[config.mk]
export PLATFORM = sky130hd
export DESIGN_NAME = hdr_burst_gen
export DESIGN_NICKNAME = d
export VERILOG_FILES = /design/src/rtl/hdr_gen_pkg.sv /design/src/rtl/hdr_scrambler.sv /design/src/rtl/hdr_crc16.sv /design/src/rtl/hdr_seq.sv /design/src/rtl/hdr_burst_gen.sv
export SDC_FILE = /design/constraint.sdc
export NUM_CORES = 1
export LEC_CHECK = 0
export BUFFER_PORTS_ARGS = -buffer_cell sky130_fd_sc_hd__buf_2
export CORE_UTILIZATION = 25
export DETAILED_ROUTE_END_ITERATION = 8
export GPL_ROUTABILITY_DRIVEN = 1
export PLACE_DENSITY = 0.43
export SETUP_SLACK_MARGIN = 0.4
export SLEW_MARGIN = 20
export SYNTH_ARGS = -nofsm -noshare
export SYNTH_HDL_FRONTEND = slang
export SYNTH_HIERARCHICAL = 1
export SYNTH_SLANG_ARGS = --single-unit
[constraint.sdc]
create_clock -name clk -period 4.3 [get_ports clk]
set_input_delay 0.215 -clock clk [delete_from_list [all_inputs] [get_ports clk]]
set_output_delay 0.215 -clock clk [all_outputs]
set_load 0.03 [all_outputs]
[src/rtl/hdr_gen_pkg.sv]
package hdr_gen_pkg;
  localparam int SYNC_BITS  = 56;
  localparam int SFD_BITS   = 16;
  localparam int FLD_BITS   = 32;
  localparam int CHK_BITS   = 16;
  localparam int SCR_BITS   = 7;
  localparam int TOTAL_BITS = SYNC_BITS + SFD_BITS + FLD_BITS + CHK_BITS;

  localparam logic [SFD_BITS-1:0] SFD_PATTERN = 16'h05CF;
  localparam logic [CHK_BITS-1:0] CHK_POLY    = 16'h1021;
  localparam logic [SCR_BITS-1:0] SCR_SEED    = 7'b0011011;

  typedef enum logic [1:0] {
    PH_SYNC = 2'd0,
    PH_SFD  = 2'd1,
    PH_FLD  = 2'd2,
    PH_CHK  = 2'd3
  } phase_t;
endpackage

[src/rtl/hdr_scrambler.sv]
module hdr_scrambler #(
  parameter int                  W     = 7,
  parameter int                  TAP_A = 3,
  parameter int                  TAP_B = 6,
  parameter logic [W-1:0]        SEED  = 7'b0011011
) (
  input  logic         clk,
  input  logic         rst,
  input  logic         load,
  input  logic         adv,
  input  logic         din,
  output logic         dout,
  output logic [W-1:0] state
);
  logic [W-1:0] s_q;

  assign dout  = din ^ s_q[TAP_A] ^ s_q[TAP_B];
  assign state = s_q;

  always_ff @(posedge clk) begin
    if (rst)       s_q <= SEED;
    else if (load) s_q <= SEED;
    else if (adv)  s_q <= {s_q[W-2:0], dout};
  end
endmodule

[src/rtl/hdr_crc16.sv]
module hdr_crc16 #(
  parameter int           W    = 16,
  parameter logic [W-1:0] POLY = 16'h1021
) (
  input  logic clk,
  input  logic rst,
  input  logic init,
  input  logic upd,
  input  logic shift,
  input  logic din,
  output logic tx_bit
);
  logic [W-1:0] crc_q;
  logic         fb;

  assign fb     = crc_q[W-1] ^ din;
  assign tx_bit = ~crc_q[W-1];

  always_ff @(posedge clk) begin
    if (rst)        crc_q <= '1;
    else if (init)  crc_q <= '1;
    else if (upd)   crc_q <= {crc_q[W-2:0], 1'b0} ^ ({W{fb}} & POLY);
    else if (shift) crc_q <= {crc_q[W-2:0], 1'b0};
  end
endmodule

[src/rtl/hdr_seq.sv]
module hdr_seq
  import hdr_gen_pkg::*;
#(
  parameter int SYNC_N = SYNC_BITS,
  parameter int SFD_N  = SFD_BITS,
  parameter int FLD_N  = FLD_BITS,
  parameter int CHK_N  = CHK_BITS,
  parameter logic [SFD_N-1:0] SFD_PAT = SFD_PATTERN
) (
  input  logic             clk,
  input  logic             rst,
  input  logic             start,
  input  logic             bit_en,
  input  logic [FLD_N-1:0] fields,
  output logic             busy,
  output logic             accept,
  output logic             adv,
  output logic             last,
  output phase_t           phase,
  output logic             raw_bit
);
  localparam int TOT   = SYNC_N + SFD_N + FLD_N + CHK_N;
  localparam int IDXW  = $clog2(TOT);
  localparam int SFDW  = $clog2(SFD_N);
  localparam int FLDW  = $clog2(FLD_N);
  localparam int B_SFD = SYNC_N;
  localparam int B_FLD = SYNC_N + SFD_N;
  localparam int B_CHK = SYNC_N + SFD_N + FLD_N;

  logic [IDXW-1:0]  idx_q;
  logic [FLD_N-1:0] fld_q;
  logic             busy_q;
  logic [IDXW-1:0]  off_sfd;
  logic [IDXW-1:0]  off_fld;

  assign busy    = busy_q;
  assign accept  = start && !busy_q;
  assign adv     = bit_en && busy_q;
  assign last    = (idx_q == IDXW'(TOT - 1));
  assign off_sfd = idx_q - IDXW'(B_SFD);
  assign off_fld = idx_q - IDXW'(B_FLD);

  always_comb begin
    if (idx_q < IDXW'(B_SFD))      phase = PH_SYNC;
    else if (idx_q < IDXW'(B_FLD)) phase = PH_SFD;
    else if (idx_q < IDXW'(B_CHK)) phase = PH_FLD;
    else                           phase = PH_CHK;
  end

  always_comb begin
    case (phase)
      PH_SFD:  raw_bit = SFD_PAT[off_sfd[SFDW-1:0]];
      PH_FLD:  raw_bit = fld_q[off_fld[FLDW-1:0]];
      default: raw_bit = 1'b0;
    endcase
  end

  always_ff @(posedge clk) begin
    if (rst) begin
      busy_q <= 1'b0;
      idx_q  <= '0;
      fld_q  <= '0;
    end else if (accept) begin
      busy_q <= 1'b1;
      idx_q  <= '0;
      fld_q  <= fields;
    end else if (adv) begin
      if (last) busy_q <= 1'b0;
      else      idx_q  <= idx_q + 1'b1;
    end
  end
endmodule

[src/rtl/hdr_burst_gen.sv]
module hdr_burst_gen
  import hdr_gen_pkg::*;
#(
  parameter int SIG_W = 8,
  parameter int SVC_W = 8,
  parameter int LEN_W = 16,
  parameter int SCR_W = SCR_BITS
) (
  input  logic             clk,
  input  logic             rst,
  input  logic             start,
  input  logic             bit_en,
  input  logic [SIG_W-1:0] sig_fld,
  input  logic [SVC_W-1:0] svc_fld,
  input  logic [LEN_W-1:0] len_fld,
  output logic             bit_out,
  output logic             rate_tag,
  output logic             hdr_done,
  output logic [SCR_W-1:0] scr_state
);
  localparam int FLD_W = SIG_W + SVC_W + LEN_W;

  logic   busy, accept, adv, last, seq_raw, chk_bit, raw, scr_bit;
  phase_t phase;

  hdr_seq #(
    .SYNC_N (SYNC_BITS),
    .SFD_N  (SFD_BITS),
    .FLD_N  (FLD_W),
    .CHK_N  (CHK_BITS),
    .SFD_PAT(SFD_PATTERN)
  ) u_seq (
    .clk    (clk),
    .rst    (rst),
    .start  (start),
    .bit_en (bit_en),
    .fields ({len_fld, svc_fld, sig_fld}),
    .busy   (busy),
    .accept (accept),
    .adv    (adv),
    .last   (last),
    .phase  (phase),
    .raw_bit(seq_raw)
  );

  hdr_crc16 #(
    .W   (CHK_BITS),
    .POLY(CHK_POLY)
  ) u_crc (
    .clk   (clk),
    .rst   (rst),
    .init  (accept),
    .upd   (adv && phase == PH_FLD),
    .shift (adv && phase == PH_CHK),
    .din   (seq_raw),
    .tx_bit(chk_bit)
  );

  assign raw = (phase == PH_CHK) ? chk_bit : seq_raw;

  hdr_scrambler #(
    .W    (SCR_W),
    .TAP_A(3),
    .TAP_B(6),
    .SEED (SCR_SEED)
  ) u_scr (
    .clk  (clk),
    .rst  (rst),
    .load (accept),
    .adv  (adv),
    .din  (raw),
    .dout (scr_bit),
    .state(scr_state)
  );

  always_ff @(posedge clk) begin
    if (rst) begin
      bit_out  <= 1'b0;
      rate_tag <= 1'b0;
      hdr_done <= 1'b0;
    end else begin
      hdr_done <= adv && last;
      if (adv) begin
        bit_out  <= scr_bit;
        rate_tag <= (phase == PH_FLD) || (phase == PH_CHK);
      end
    end
  end
endmodule

==> out/qor.yml, run 1 <==
timing:
  rsz0062_at_grt: "false"
  hold_viol: 0
  maxSlewHeadroom: 0.343
  timing.fmax_ghz: 0.282
  fin_ws_ns: 0.754
  finalSetupViolations: 0
  drv_slew: 0
  setup_tns_ns: 0
  fin_worst_skew_ns: 0.00687
  max_slew.worst_pin.slew_ns: 0.983
  fin_crit_ns: 3.55
  fin_crit_sh: 0.825
layout:
  fillers: 1195
  drive_gt1_frac: 0.200
  area_growth_pct: 22.4
  diodes: 0
  fin_nets: 416
  fin_area_sq_mm: 0.00354
  finalNonFillerCells: 520
  finalCoreUtilization: 0.320
critical_path:
  critPathKind: "flip-flop to flip-flop"
  cp_cell_sequence: "inv_2, ha_1, xnor2_1, a21oi_1, ha_1, or3b_2, nor4_1, a211o_1, mux2_4, xor3_2, a2111o_1"
  critPathTopFamily: "compound AO/OA/AOI/OAI gates"
  start_kind: "flip-flop"
  r2r-start: "u_seq/idx_q[3]$_SDFFE_PP0P_"
  reg2reg_to: "u_scr/state[0]$_SDFFE_PP1P_"
  rr_worst_depth: 11
  slowest_delay_ns: 0.54
  end_kind: "flip-flop"
  critical_path_peak_fanout: 11
  critPathRequiredTime_ns: 4.50
  r2r_slack_ns: 0.75
  cpMostUsedCell: "ha_1"
  arrival_ns: 3.75
  crit_buf_inv: 1
  cp_slowest_cell: "dfxtp_1"
clock_tree:
  ctsResizeCount: 0
  clock_latency_ns: 0.32
  cts_hold_buf: 0
  root_buffer: "clkbuf_16"
  htreeDepth: 3
  clock-sinks: 66
  postCtsSetupBuffers: 0
  cts_tree: "done"
  cts_max_path_buffers: 2
  numCtsBuffers: 9
  clk_pin_slew_worst_paths_ns: 0.06
pwr:
  sequentialPowerShare: 0.403
  switchingPower_w: 0.000329
  internal-power_w: 0.00127
  p_clk_frac: 0.536
  power.density_mw_per_mm2: 452
  ir_drop_v: 0.000219
  combPwrFrac: 0.060
  switching_share: 0.206
  p_leak_nw: 1.45
global_route:
  grt_pass1_vias: 2263
  grt_max_degree: 44
  grt.overflow.total: 0
  grt_antenna_before_repair: 0
  track_usage: 0.119
  grt_pass1_wl_um: 11000
placed_design:
  post-place-ws_ns: 0.797
  numPortBuffers: 45
  postPlaceCellArea_sq_mm: 0.00318
  gp_congestion: 0.709
  dp.cells: 504
  dp_hpwl_um: 4390
die:
  rows: 38
  dieArea_sq_mm: 0.0120
  io_pins: 46
  die_x_um: 110
  core_sq_mm: 0.0111
  die_h_um: 110
  start_util: 0.261
synth:
  synth-seq-cells: 66
  syn_inst: 339
  syn_area_sq_mm: 0.00289
  ys_warn_count: 6
  syn_nets: 380
  synth-edff-count: 0
  yosysSeqAreaShare: 0.457
  yosys.area.top_type: "dfxtp_1"
  yosysUniqueCellTypes: 45
  synth_top_cells_by_area: "dfxtp_1 46%, nand2_1 13%, a21oi_1 6.4%, mux2i_1 3.5%, mux4_2 3.1%"
  synth_top_area_share: 0.457
  ys_dominant_reg_cell: "dfxtp_1"
  synth.avg_cell_area_sq_um: 8.53
  async_flop_share: 0
worst_hold_path:
  min_from: "len_fld[11]"
  whs_path_depth: 3
  hp-class: "input pin to flip-flop"
  min_to: "u_seq/fld_q[27]$_SDFFE_PP0P_"
routing:
  vias: 2358
  first_iter_violations: 95
  routed_wl_um: 6670
  drc: 0
  ant_nets: 0
  firstDrtPassIters: 4
  avgRoutedWirePerCell_um: 12.8
  avgViaCountPerCell: 4.53
run_status:
  status: "complete, no violations"
job:
  maxCapViolCount: 0
## through the flow
step | power (W) | hold WS [ns]
after global placement | 0.000756 | 0.438
after detailed placement | 0.000757 | 0.445
after floorplan | 0.000721 | 0.284
after global routing | 0.00166 | 0.111
after CTS | 0.00163 | 0.110
final | 0.00160 | 0.125
## cell usage in the layout (no fill, tap or decap), types with 2 or more instances in the layout
cell       netlist  layout
clkbuf_16        0       9
inv_2            3       3
nand2_1        104     104
a211oi_1         2       2
dfxtp_1         66      66
nor3_1           4       4
nor2b_1          2       2
o211ai_1         3       3
ha_1             5       5
bufinv_16        0       3
o2111ai_1        3       3
nand3_1         15      15
inv_1            6       6
mux2i_1         10      10
clkbuf_8         0       2
xnor2_1          6       6
a21oi_1         37      37
nor2_1          15      14
mux4_1           2       2
nand2b_1         6       6
buf_2            3      45
mux4_2           4       4
mux2_2           2       2
nor4_1           3       3
## cells by family after synthesis
| family | after synthesis | share of synthesized area |
|---|---|---|
| flops | 66 | 0.457 |
| compound gates | 54 | 0.112 |
| fa+ha+maj | 5 | 0.0216 |
| simple gates | 157 | 0.231 |
| xor+xnor | 8 | 0.0298 |
| buf+inv | 30 | 0.0519 |
| mux | 19 | 0.0969 |
## worst min-delay path, stage by stage
cell	delay, ns
buf_2	0.10
nand2_1	0.04
a21oi_1	0.05
## worst max path at each step
stage	cells past startpoint	end	from	slack, ns
global route	11	u_scr/state[0]$_SDFFE_PP1P_	u_seq/idx_q[3]$_SDFFE_PP0P_	0.46
global placement	11	u_scr/state[0]$_SDFFE_PP1P_	u_seq/idx_q[3]$_SDFFE_PP0P_	0.91
CTS	11	u_scr/state[0]$_SDFFE_PP1P_	u_seq/idx_q[3]$_SDFFE_PP0P_	0.76
finish	11	u_scr/state[0]$_SDFFE_PP1P_	u_seq/idx_q[3]$_SDFFE_PP0P_	0.75
floorplan	12	u_scr/state[0]$_SDFFE_PP1P_	u_seq/idx_q[3]$_SDFFE_PP0P_	1.13
detailed placement	11	u_scr/state[0]$_SDFFE_PP1P_	u_seq/idx_q[3]$_SDFFE_PP0P_	0.80
## synthesized netlist by cell type (2+ instances only)
library cell / count
nand2b_1: 6
nor2_1: 15
o2111ai_1: 3
buf_2: 3
nor4_1: 3
buf_6: 3
ha_1: 5
inv_1: 6
o211ai_1: 3
clkbuf_1: 11
nand3_1: 15
a211oi_1: 2
dfxtp_1: 66
inv_2: 3
mux2_2: 2
a21oi_1: 37
nand2_1: 104
xnor2_1: 6
nor3_1: 4
nor2b_1: 2
mux4_1: 2
mux2i_1: 10
mux4_2: 4
buf_4: 3
## registers in the layout (all words and copies together) (netlist names)
| name | flops |
|---|---|
| bit_out | 1 |
| hdr_done | 1 |
| rate_tag | 1 |
| u_crc/crc_q | 16 |
| u_scr/state | 7 |
| u_seq/busy | 1 |
| u_seq/fld_q | 32 |
| u_seq/idx_q | 7 |
## routing by layer
| layer | up-vias | global-route usage | part of all wire |
|---|---|---|---|
| li1 | 1221 | - | - |
| met3 | 6 | 0.0403 | 0.046 |
| met5 | - | 0 | 0 |
| met1 | 1090 | 0.148 | 0.49 |
| met4 | 0 | 0.0429 | 0.0085 |
| met2 | 41 | 0.191 | 0.46 |
## power groups by stage
stage	Combinational (W)	Sequential (W)	Clock (W)
4_1_cts	0.0000988	0.000646	0.000881
6_report	0.0000966	0.000646	0.000858
3_5_place_dp	0.0000983	0.000659	0
5_1_grt	0.000109	0.000648	0.000907
3_3_place_gp	0.0000973	0.000658	0
2_1_floorplan	0.0000626	0.000658	0
## cell type report
class	instances	area, sq um	area share
repair buffers	46	233	0.0657
flip-flops and latches	66	1320	0.373
clock inverters	4	97.6	0.0276
multi-input cells	243	1420	0.402
well taps	140	175	0.0495
clock buffers	12	256	0.0724
inverters	9	33.8	0.00954
(Power assumes the default switching activity.)
==> run 2: changes to the inputs <==
Settings changed: ABC_AREA from default to 1.
Clock period 4.3 ns to 3.3 ns, I/O delays scaled along.
==> out/qor.yml, run 2 <==
synth:
  synth-edff-count: 0  # unchanged
  syn_inst: 426  # +26%
  synth-seq-cells: 66  # unchanged
  yosysSeqAreaShare: 0.444  # -0.0129
  ys_warn_count: 6  # unchanged
  yosysUniqueCellTypes: 32  # -29%
  synth.avg_cell_area_sq_um: 6.99  # -18%
  async_flop_share: 0  # unchanged
  syn_nets: 467  # +23%
  synth_top_area_share: 0.444  # -0.0129
  yosys.area.top_type: "dfxtp_1"
  ys_top_cells_by_count: "103 x nand2_1, 66 x dfxtp_1, 51 x a21oi_1"
  ys_dominant_reg_cell: "dfxtp_1"
  yosysMostFrequentCell: "nand2_1"
  syn_area_sq_mm: 0.00298  # +2.9%
  synth_top_cells_by_area: "dfxtp_1 44%, nand2_1 13%, a21oi_1 8.6%, nor2_1 6.3%, o21ai_0 6.1%"
die:
  start_util: 0.258  # -0.00265
  core_sq_mm: 0.0115  # +4.0%
  die_x_um: 111  # +1.4%
  dieArea_sq_mm: 0.0123  # +2.8%
  die_h_um: 111  # +1.4%
  io_pins: 46  # unchanged
  rows: 39  # +2.6%
layout:
  fin_nets: 510  # +23%
  reg_top3: "u_seq/fld_q x32, u_crc/crc_q x16"
  diodes: 0  # unchanged
  mostFrequentLayoutCell: "nand2_1"
  mostFrequentLayoutCells: "103 x nand2_1, 66 x dfxtp_1, 51 x a21oi_1"
  fin_area_sq_mm: 0.00364  # +2.9%
  regMostFlops: "u_seq/fld_q"
  finalNonFillerCells: 617  # +19%
  largest_reg_flops: 32  # unchanged
  fillers: 1242  # +3.9%
  drive_gt1_frac: 0.177  # -0.0228
  area_growth_pct: 22.4  # about the same
clock_tree:
  root_buffer: "clkbuf_16"
  cts_max_path_buffers: 2  # unchanged
  htreeDepth: 3  # unchanged
  clk_pin_slew_worst_paths_ns: 0.05  # about the same
  numCtsBuffers: 9  # unchanged
  clock_latency_ns: 0.33  # about the same
  clock-sinks: 66  # unchanged
  cts_tree: "done"
placed_design:
  dp.cells: 601  # +19%
  postPlaceCellArea_sq_mm: 0.00332  # +4.2%
  gp_congestion: 0.742  # +4.6%
  numPortBuffers: 45  # unchanged
  dp_hpwl_um: 5040  # +15%
pwr:
  ir_drop_v: 0.000214  # -2.5%
  internal-power_w: 0.00156  # +23%
  p_leak_nw: 1.55  # +7.0%
  switchingPower_w: 0.000450  # +37%
  power.density_mw_per_mm2: 552  # +22%
  switching_share: 0.224  # +0.0182
  combPwrFrac: 0.083  # +0.023
  p_clk_frac: 0.493  # -0.043
  finalPower_w: 0.00201  # +26%
  sequentialPowerShare: 0.424  # +0.021
global_route:
  grt_max_degree: 55  # +25%
  grt_pass1_vias: 2535  # +12%
  grt_antenna_before_repair: 0  # unchanged
  grt.overflow.total: 0  # unchanged
  grt_pass1_wl_um: 12100  # +9.8%
  track_usage: 0.123  # +0.00374
job:
  maxCapViolCount: 0  # unchanged
critical_path:
  critPathKind: "flip-flop to flip-flop"
  start_kind: "flip-flop"
  critPathRequiredTime_ns: 3.56  # -0.94 ns
  critical_path_peak_fanout: 8  # -3
  arrival_ns: 2.81  # -0.94 ns
  end_kind: "flip-flop"
timing:
  finalSetupViolations: 0  # unchanged
  hold_viol: 0  # unchanged
  drv_slew: 0  # unchanged
  rsz0062_at_grt: "false"
  max_slew.worst_pin.slew_ns: 0.857  # -0.125 ns
  setup_tns_ns: 0  # unchanged
  maxSlewHeadroom: 0.428  # +0.0851
  fin_worst_skew_ns: 0.00379  # -0.00308 ns
  fin_crit_ns: 2.55  # -0.996 ns
  timing.fmax_ghz: 0.392  # +39%
  whs_ns: 0.0595  # -0.0653 ns
  fin_crit_sh: 0.773  # -0.0519
routing:
  first_iter_violations: 120  # +26%
  vias: 2666  # +13%
  avgRoutedWirePerCell_um: 11.5  # -11%
  routed_wl_um: 7070  # +6.0%
  drc: 2  # +2
  ant_nets: 0  # unchanged
  firstDrtPassIters: 6  # +2
  avgViaCountPerCell: 4.32  # -4.7%
worst_hold_path:
  hp-class: "input pin to flip-flop"
run_status:
  status: "finished, violations left"
  violations: "design-rule violations"
-- run 2: cell types whose count changed in the layout (fill, tap and decap cells not counted), sizes merged, moves of 3 or more --
cell     delta
nor2       +38
nand2b      -6
mux2        -3
clkbuf      +3
nand3       +4
mux2i      -10
xnor2       -6
nor4        -3
mux4        -6
a21oi      +17
o21ai      +37
o2111ai     -3
inv        +43
-- run 2: cells by family after synthesis --
logic type               share of synthesized area
AND/OR/NAND/NOR                              0.266
AO/OA/AOI/OAI                                0.173
buffers and inverters                       0.0933
flip-flops                                   0.444
adder cells (fa/ha/maj)                     0.0210
XOR/XNOR                                   0.00294
-- run 2: layout make-up --
| cell class | count | area, sq um | area share |
|---|---|---|---|
| Sequential cell | 66 | 1320 | 0.363 |
| Clock inverter | 1 | 30.0 | 0.00824 |
| Multi-Input combinational cell | 292 | 1380 | 0.380 |
| Clock buffer | 15 | 288 | 0.0790 |
| Tap cell | 143 | 179 | 0.0491 |
| Inverter | 53 | 201 | 0.0553 |
| Timing Repair Buffer | 47 | 240 | 0.0660 |
-- run 2: worst max-delay path, stage by stage (launching register included) --
cell     delay (ns)
dfxtp_1        0.42
inv_2          0.12
ha_1           0.25
and3_2         0.22
nor3_2         0.26
ha_1           0.30
a21oi_1        0.21
nand2_1        0.08
nand2_1        0.08
inv_1          0.04
nand2_1        0.06
nand2_1        0.05
nand2_1        0.06
and2_1         0.12
nand2_1        0.05
a21oi_1        0.15
-- run 2: stage by stage --
step,util,worst slack [ns]
after floorplan,-,0.947
after global placement,0.288,0.591
after detailed placement,0.288,0.550
after CTS,0.316,0.533
after global routing,0.316,0.469
final,0.316,0.750
-- run 2: final timing paths --
kind,start,to,slack [ns],cells after the start
max,u_seq/idx_q[3]$_SDFFE_PP0P_,bit_out$_SDFFE_PP0P_,0.75,15
min,svc_fld[6],u_seq/fld_q[14]$_SDFFE_PP0P_,0.06,3
max reg2reg,u_seq/idx_q[3]$_SDFFE_PP0P_,bit_out$_SDFFE_PP0P_,0.75,15
min reg2reg,u_crc/crc_q[7]$_SDFFE_PP1P_,u_crc/crc_q[8]$_SDFFE_PP1P_,0.44,2
-- run 2: power groups by stage --
stage | Sequential, W | Clock, W | Combinational, W
CTS | 0.000852 | 0.00102 | 0.000169
detailed placement | 0.000869 | 0 | 0.000168
global route | 0.000856 | 0.00105 | 0.000192
finish | 0.000853 | 0.000991 | 0.000166
floorplan | 0.000871 | 0 | 0.000105
global placement | 0.000869 | 0 | 0.000167
-- run 2: layer usage --
layer | track usage | wire length [um]
met2 | 0.182 | 3050
met4 | 0.0676 | 132
met3 | 0.0213 | 231
met1 | 0.169 | 3660
met5 | 0 | 0
-- run 2: what timing repair did --
item | CTS | global route
buffers inserted | 0 | 0
gates resized for setup | 0 | 1
hold buffers | 0 | 0
endpoints found under the hold margin | 0 | 0
setup endpoints to repair | 0 | 2
